`src/rtl/ddc_chk_pkg.sv`:
```
package ddc_chk_pkg;

  typedef enum logic [1:0] {
    ACC_FETCH = 2'd0,
    ACC_LOAD  = 2'd1,
    ACC_STORE = 2'd2,
    ACC_RSVD  = 2'd3
  } acc_kind_e;

  typedef enum logic [7:0] {
    FLT_NONE   = 8'h00,
    FLT_LENGTH = 8'h01,
    FLT_TAG    = 8'h02,
    FLT_SEAL   = 8'h03,
    FLT_EXEC   = 8'h11,
    FLT_LOAD   = 8'h12,
    FLT_STORE  = 8'h13
  } fault_code_e;

  typedef struct packed {
    logic        tag_bad;
    logic        seal_bad;
    logic        perm_bad;
    fault_code_e perm_code;
    logic        above_top;
    logic        below_base;
  } chk_flags_t;

endpackage

```
`src/rtl/ddc_span_calc.sv`:
```
module ddc_span_calc #(
  parameter int AW = 64,
  parameter int WW = 2
) (
  input  logic [AW-1:0] cursor,
  input  logic [AW-1:0] offset,
  input  logic [AW-1:0] base,
  input  logic [AW:0]   top,
  input  logic [WW-1:0] width,
  output logic [AW:0]   vaddr,
  output logic          above_top,
  output logic          below_base
);
  // The end address needs one bit above the full-width virtual address.
  localparam int EW = AW + 2;

  logic [EW-1:0] size_bytes;
  logic [EW-1:0] end_addr;

  always_comb begin
    vaddr      = {1'b0, cursor} + {1'b0, offset};
    size_bytes = EW'(1) << width;
    end_addr   = {1'b0, vaddr} + size_bytes;
    above_top  = end_addr > {1'b0, top};
    below_base = vaddr < {1'b0, base};
  end

endmodule

```
`src/rtl/ddc_perm_gate.sv`:
```
module ddc_perm_gate
  import ddc_chk_pkg::*;
(
  input  logic        tag,
  input  logic        sealed,
  input  logic        perm_exec,
  input  logic        perm_load,
  input  logic        perm_store,
  input  logic [1:0]  kind,
  output logic        tag_bad,
  output logic        seal_bad,
  output logic        perm_bad,
  output fault_code_e perm_code
);
  localparam int NPERM = 3;

  logic [NPERM-1:0] have;
  logic [NPERM-1:0] need;

  assign have = {perm_store, perm_load, perm_exec};

  // One-hot selection of the permission this kind of access requires.
  for (genvar i = 0; i < NPERM; i++) begin : g_need
    if (i == 1) begin : g_load
      assign need[i] = (kind == 2'(ACC_LOAD)) || (kind == 2'(ACC_RSVD));
    end else begin : g_other
      assign need[i] = (kind == 2'(i));
    end
  end

  always_comb begin
    tag_bad   = !tag;
    seal_bad  = sealed;
    perm_bad  = |(need & ~have);
    perm_code = FLT_LOAD;
    unique case (1'b1)
      need[0]: perm_code = FLT_EXEC;
      need[2]: perm_code = FLT_STORE;
      default: perm_code = FLT_LOAD;
    endcase
  end

endmodule

```
`src/rtl/ddc_fault_sel.sv`:
```
module ddc_fault_sel
  import ddc_chk_pkg::*;
(
  input  chk_flags_t  flags,
  output logic        grant,
  output fault_code_e code
);
  // Fixed priority: tag, seal, permission, then either bound.
  always_comb begin
    grant = 1'b0;
    code  = FLT_NONE;
    if (flags.tag_bad) begin
      code = FLT_TAG;
    end else if (flags.seal_bad) begin
      code = FLT_SEAL;
    end else if (flags.perm_bad) begin
      code = flags.perm_code;
    end else if (flags.above_top || flags.below_base) begin
      code = FLT_LENGTH;
    end else begin
      grant = 1'b1;
    end
  end

endmodule

```
`src/rtl/ddc_access_check.sv`:
```
module ddc_access_check
  import ddc_chk_pkg::*;
#(
  parameter int AW = 64,
  parameter int WW = 2,
  parameter int CW = 8
) (
  input  logic          clk,
  input  logic          rst_n,
  input  logic          req_valid,
  input  logic          cap_tag,
  input  logic          cap_sealed,
  input  logic          cap_perm_exec,
  input  logic          cap_perm_load,
  input  logic          cap_perm_store,
  input  logic [AW-1:0] cap_base,
  input  logic [AW:0]   cap_top,
  input  logic [AW-1:0] cap_cursor,
  input  logic [1:0]    acc_kind,
  input  logic [AW-1:0] acc_offset,
  input  logic [WW-1:0] acc_width,
  output logic          rsp_valid,
  output logic          rsp_ok,
  output logic          rsp_fault,
  output logic [AW-1:0] rsp_addr,
  output logic [CW-1:0] rsp_code,
  output logic [CW-1:0] rsp_regnum
);
  localparam logic [CW-1:0] REG_IDX = '0;

  logic [AW:0]  vaddr;
  chk_flags_t   flags;
  logic         grant;
  fault_code_e  code;

  ddc_span_calc #(.AW(AW), .WW(WW)) u_span (
    .cursor     (cap_cursor),
    .offset     (acc_offset),
    .base       (cap_base),
    .top        (cap_top),
    .width      (acc_width),
    .vaddr      (vaddr),
    .above_top  (flags.above_top),
    .below_base (flags.below_base)
  );

  ddc_perm_gate u_perm (
    .tag        (cap_tag),
    .sealed     (cap_sealed),
    .perm_exec  (cap_perm_exec),
    .perm_load  (cap_perm_load),
    .perm_store (cap_perm_store),
    .kind       (acc_kind),
    .tag_bad    (flags.tag_bad),
    .seal_bad   (flags.seal_bad),
    .perm_bad   (flags.perm_bad),
    .perm_code  (flags.perm_code)
  );

  ddc_fault_sel u_sel (
    .flags (flags),
    .grant (grant),
    .code  (code)
  );

  // Next-state logic.
  logic          valid_d, ok_d, fault_d, data_en;
  logic [AW-1:0] addr_d;
  logic [CW-1:0] code_d;

  always_comb begin
    valid_d = req_valid;
    ok_d    = req_valid && grant;
    fault_d = req_valid && !grant;
    addr_d  = (req_valid && grant) ? vaddr[AW-1:0] : '0;
    code_d  = req_valid ? CW'(code) : '0;
    data_en = req_valid || rsp_valid;
  end

  // Registers.
  always_ff @(posedge clk or negedge rst_n) begin
    if (!rst_n) begin
      rsp_valid <= 1'b0;
      rsp_ok    <= 1'b0;
      rsp_fault <= 1'b0;
    end else begin
      rsp_valid <= valid_d;
      rsp_ok    <= ok_d;
      rsp_fault <= fault_d;
    end
  end

  always_ff @(posedge clk or negedge rst_n) begin
    if (!rst_n) begin
      rsp_addr <= '0;
      rsp_code <= '0;
    end else if (data_en) begin
      rsp_addr <= addr_d;
      rsp_code <= code_d;
    end
  end

  assign rsp_regnum = REG_IDX;


  resp_follows_req_chk: assert property (@(posedge clk) disable iff (!rst_n)
    req_valid |=> rsp_valid);

  no_resp_without_req_chk: assert property (@(posedge clk) disable iff (!rst_n)
    !req_valid |=> !rsp_valid);

  one_outcome_chk: assert property (@(posedge clk) disable iff (!rst_n)
    rsp_valid |-> $onehot({rsp_ok, rsp_fault}));

  idle_quiet_chk: assert property (@(posedge clk) disable iff (!rst_n)
    !rsp_valid |-> (!rsp_ok && !rsp_fault && rsp_code == '0 && rsp_addr == '0));

  tag_first_chk: assert property (@(posedge clk) disable iff (!rst_n)
    (req_valid && !cap_tag) |=> (rsp_fault && rsp_code == 8'h02));

  seal_second_chk: assert property (@(posedge clk) disable iff (!rst_n)
    (req_valid && cap_tag && cap_sealed) |=> (rsp_fault && rsp_code == 8'h03));

  fault_addr_zero_chk: assert property (@(posedge clk) disable iff (!rst_n)
    rsp_fault |-> (rsp_addr == '0 && rsp_code != '0));

endmodule

```
`config.mk`:
```
export PLATFORM = sky130hd
export DESIGN_NAME = ddc_access_check
export DESIGN_NICKNAME = d
export VERILOG_FILES = /design/src/rtl/ddc_chk_pkg.sv /design/src/rtl/ddc_span_calc.sv /design/src/rtl/ddc_perm_gate.sv /design/src/rtl/ddc_fault_sel.sv /design/src/rtl/ddc_access_check.sv
export SDC_FILE = /design/constraint.sdc
export NUM_CORES = 1
export LEC_CHECK = 0
export BUFFER_PORTS_ARGS = -buffer_cell sky130_fd_sc_hd__clkbuf_2
export CAP_MARGIN = 20
export CORE_ASPECT_RATIO = 0.7
export CORE_MARGIN = 4
export CORE_UTILIZATION = 59
export DETAILED_ROUTE_END_ITERATION = 7
export GPL_TIMING_DRIVEN = 0
export PLACE_DENSITY = 0.89
export SLEW_MARGIN = 15
export SYNTH_ARGS = -nofsm -noshare
export SYNTH_HDL_FRONTEND = slang
export SYNTH_SLANG_ARGS = --single-unit
```
`constraint.sdc`:
```
create_clock -name clk -period 4.8 [get_ports clk]
set_clock_uncertainty 0.2 [all_clocks]
set_input_delay 0.48 -clock clk [delete_from_list [all_inputs] [get_ports clk]]
set_output_delay 0.48 -clock clk [all_outputs]
set_load 0.1 [all_outputs]
```
==> results.py <==
metrics = {
    "detailed_routing": {
        "dr.pass1.iters": 6,
        "wl_per_cell_um": 22.6,
        "drc": 0,
        "vias": 16142,
        "drtIter0Drc": 2208,
        "wl_um": 55400,
        "viasPerCell": 6.59,
        "postRouteAntennaNets": 0,
    },
    "clocking": {
        "cts_tree": "built",
        "clk_pin_slew_ns": 0.06,
        "h-tree-depth": 3,
        "insertion_delay_ns": 0.33,
        "root_buffer": "clkbuf_16",
        "cts.path.max_buffers": 2,
        "cts_buffers": 9,
        "clock-sinks": 70,
    },
    "min_path": {
        "hold_class": "in -> reg",
    },
    "global_routing": {
        "antenna_found_initial": 2,
        "grt_pass1_wl_um": 77100,
        "grt_pass1_vias": 14579,
        "track_usage_pct": 40.4,
        "grt_overflow_total": 0,
        "grt_max_degree": 43,
    },
    "cells_and_area": {
        "final_util_pct": 83.2,
        "final_cell_mix": "clkbuf_2, nand2_1, ha_1",
        "multi_input_area_um2": 11200,
        "layout_commonest_cell": "clkbuf_2",
        "fin_area_um2": 17400,
        "final_cells": 2448,
        "regArea_um2": 1750,
        "fillers": 1250,
        "nets": 2631,
        "drive_above_1_share_pct": 35.7,
        "area_delta_synth_final_pct": 37.6,
    },
    "die": {
        "io-pin-count": 352,
        "die_area_um2": 23900,
        "start_util_pct": 60.5,
        "die_w_um": 183,
        "std_cell_rows": 44,
        "core_area_um2": 20900,
        "die_h_um": 131,
    },
    "timing": {
        "maxSlewHeadroom_pct": 26.5,
        "tns_ns": -131.62,
        "period_minus_slack_ns": 6.88,
        "worst_slew_pin_slew_ns": 1.09,
        "fin_ws_ns": -2.08,
        "final_max_slew_viol_count": 0,
        "clock.fmax_mhz": 145,
        "setup_viol": 67,
        "hold_viol": 0,
        "post-route-period-util_pct": 143,
        "rsz0062_at_grt": "true",
    },
    "critical_path": {
        "critPathKind": "in -> reg",
        "crit_path_end_kind": "flip-flop",
        "crit_path_max_incr_delay_ns": 0.36,
        "crit_slowest_cell": "nor4_4",
        "worstPathRequired_ns": 4.83,
        "cp_max_fo": 8,
        "critPathArrivalTime_ns": 6.92,
        "crit_path_start_kind": "input pin",
    },
    "power": {
        "p_int_mw": 2.16,
        "total_switching_power_mw": 2.11,
        "p_leak_nw": 8.77,
        "power_density_nw_per_um2": 246,
        "swShare_pct": 49.4,
        "combPwrFrac_pct": 69.3,
        "peakVddDrop_v": 0.000210,
        "p_seq_share_pct": 14.8,
        "p_clk_share_pct": 16.0,
    },
    "logic_synthesis": {
        "synth_warnings": 0,
        "synth.largest_area_cell": "ha_1",
        "synth.distinct_cells": 103,
        "synthCells": 1691,
        "syn_avg_cell_area_um2": 7.48,
        "syn_area_um2": 12700,
        "yosys-top-cells-area": "ha_1, dfrtp_1, nand2_1, a21oi_1, inv_1",
        "synth-seq-cells": 70,
        "synth_edf_count": 0,
        "ys_dominant_reg_cell": "dfrtp_1",
        "synth_top_area_share_pct": 19.4,
        "async_reset_ff_share_pct": 100,
        "ys_seq_area_share_pct": 13.8,
    },
    "run_status": {
        "status": "complete, but fails checks",
        "violations": "setup timing",
    },
    "place": {
        "placed_area_um2": 14900,
        "dpl.hpwl_um": 39900,
        "placedCellCount": 2318,
        "port-buffer-count": 338,
        "dp_slack_ns": -2.89,
        "gp_congestion": 1.01,
    },
    "flow_run": {
        "cap_violations": 0,
    },
}
registers in the layout, indices dropped and copies added, names as in the netlist:
register / cells
rsp_addr: 64
rsp_valid: 1
rsp_fault: 1
rsp_ok: 1
rsp_code: 3
Yosys cell counts, types with 10 or more instances:
master	count
a21o_1	61
a32o_1	11
xor2_1	37
o21bai_1	10
nor2_1	106
and2_1	12
nor3_1	38
xnor2_1	65
o21ai_2	22
clkbuf_1	29
o21ai_1	13
nand2_1	205
a21oi_1	126
nand4_1	83
inv_1	165
nand3_1	36
nor2b_1	18
ha_1	196
a211oi_1	13
o21ai_0	95
o31ai_1	18
or3_1	10
buf_4	17
buf_2	29
dfrtp_1	70
nand2b_1	15
metrics by stage:
step                hold slack [ns]  total power, mW
floorplan                   -0.0156             2.28
global placement              0.261             2.86
detailed placement            0.251             2.94
CTS                           0.122             3.84
global route                  0.144             4.45
finish                        0.140             4.28
critical path: cells and delay by family:
| kind | cells | cell delay (ns) |
|---|---|---|
| adders and majority gates | 2 | 0.49 |
| xor gates and xnor gates | 1 | 0.27 |
| AOI/OAI and AO/OA | 13 | 2.95 |
| buffers and inverters | 6 | 0.99 |
| and+or+nand+nor | 8 | 1.73 |
power groups by stage:
stage                     Clock [mW]  Sequential (mW)  Combinational, mW
after floorplan                    0            0.800               1.48
after global placement             0            0.635               2.23
after detailed placement           0            0.637               2.30
after CTS                      0.662            0.627               2.55
after global routing           0.694            0.632               3.13
final                          0.683            0.632               2.96
final timing paths:
check	start	end	slack [ns]	cells past startpoint
worst max-delay path	cap_cursor[8]	rsp_addr[51]	-2.08	30
worst min-delay path	req_valid	rsp_valid	0.14	1
worst max register to register	rsp_valid	rsp_addr[36]	2.48	5
worst min register to register	rsp_addr[54]	rsp_addr[54]	0.29	2
max in group asynchronous	rst_n	rsp_addr[55]	3.36	3
min in group asynchronous	rst_n	rsp_addr[6]	0.45	2
routing by layer:
metal,vias to the layer above,track usage [%],part of all wire (%)
met5,-,0,0
met1,7440,55.5,38
li1,7000,-,-
met4,0,15.6,5.4
met2,1401,63.8,43
met3,301,7.28,13
area by class of cell:
class	instances	share of cell area, %
buffer	81	2.98
clock inverter	4	0.259
timing repair buffer	454	15.3
multi-input combinational	1383	64.4
clock buffer	12	1.47
tap	276	1.98
inverter	165	3.56
antenna	3	0.0431
sequential	70	10.1
timing repair:
action                                  4_1_cts  5_1_grt
pin swaps                                    74       76
endpoints found under the hold margin        28        0
cloned                                        2        1
gates resized for setup                     151      122
endpoints found under the setup margin       67       67
hold buffers                                  1        0
setup buffers                                62       50
logic make-up (layout without fill, tap and decap cells):
family,Yosys count,in the layout,share of synthesized area (%)
mux,6,6,0.494
simple gates,581,581,23.1
buf+inv,250,716,8.60
other cells,1,16,0.0296
compound gates,476,476,26.0
flops,70,70,13.8
fa+ha+maj,198,198,19.7
xor+xnor,109,109,8.23
(Power assumes the default switching activity.)
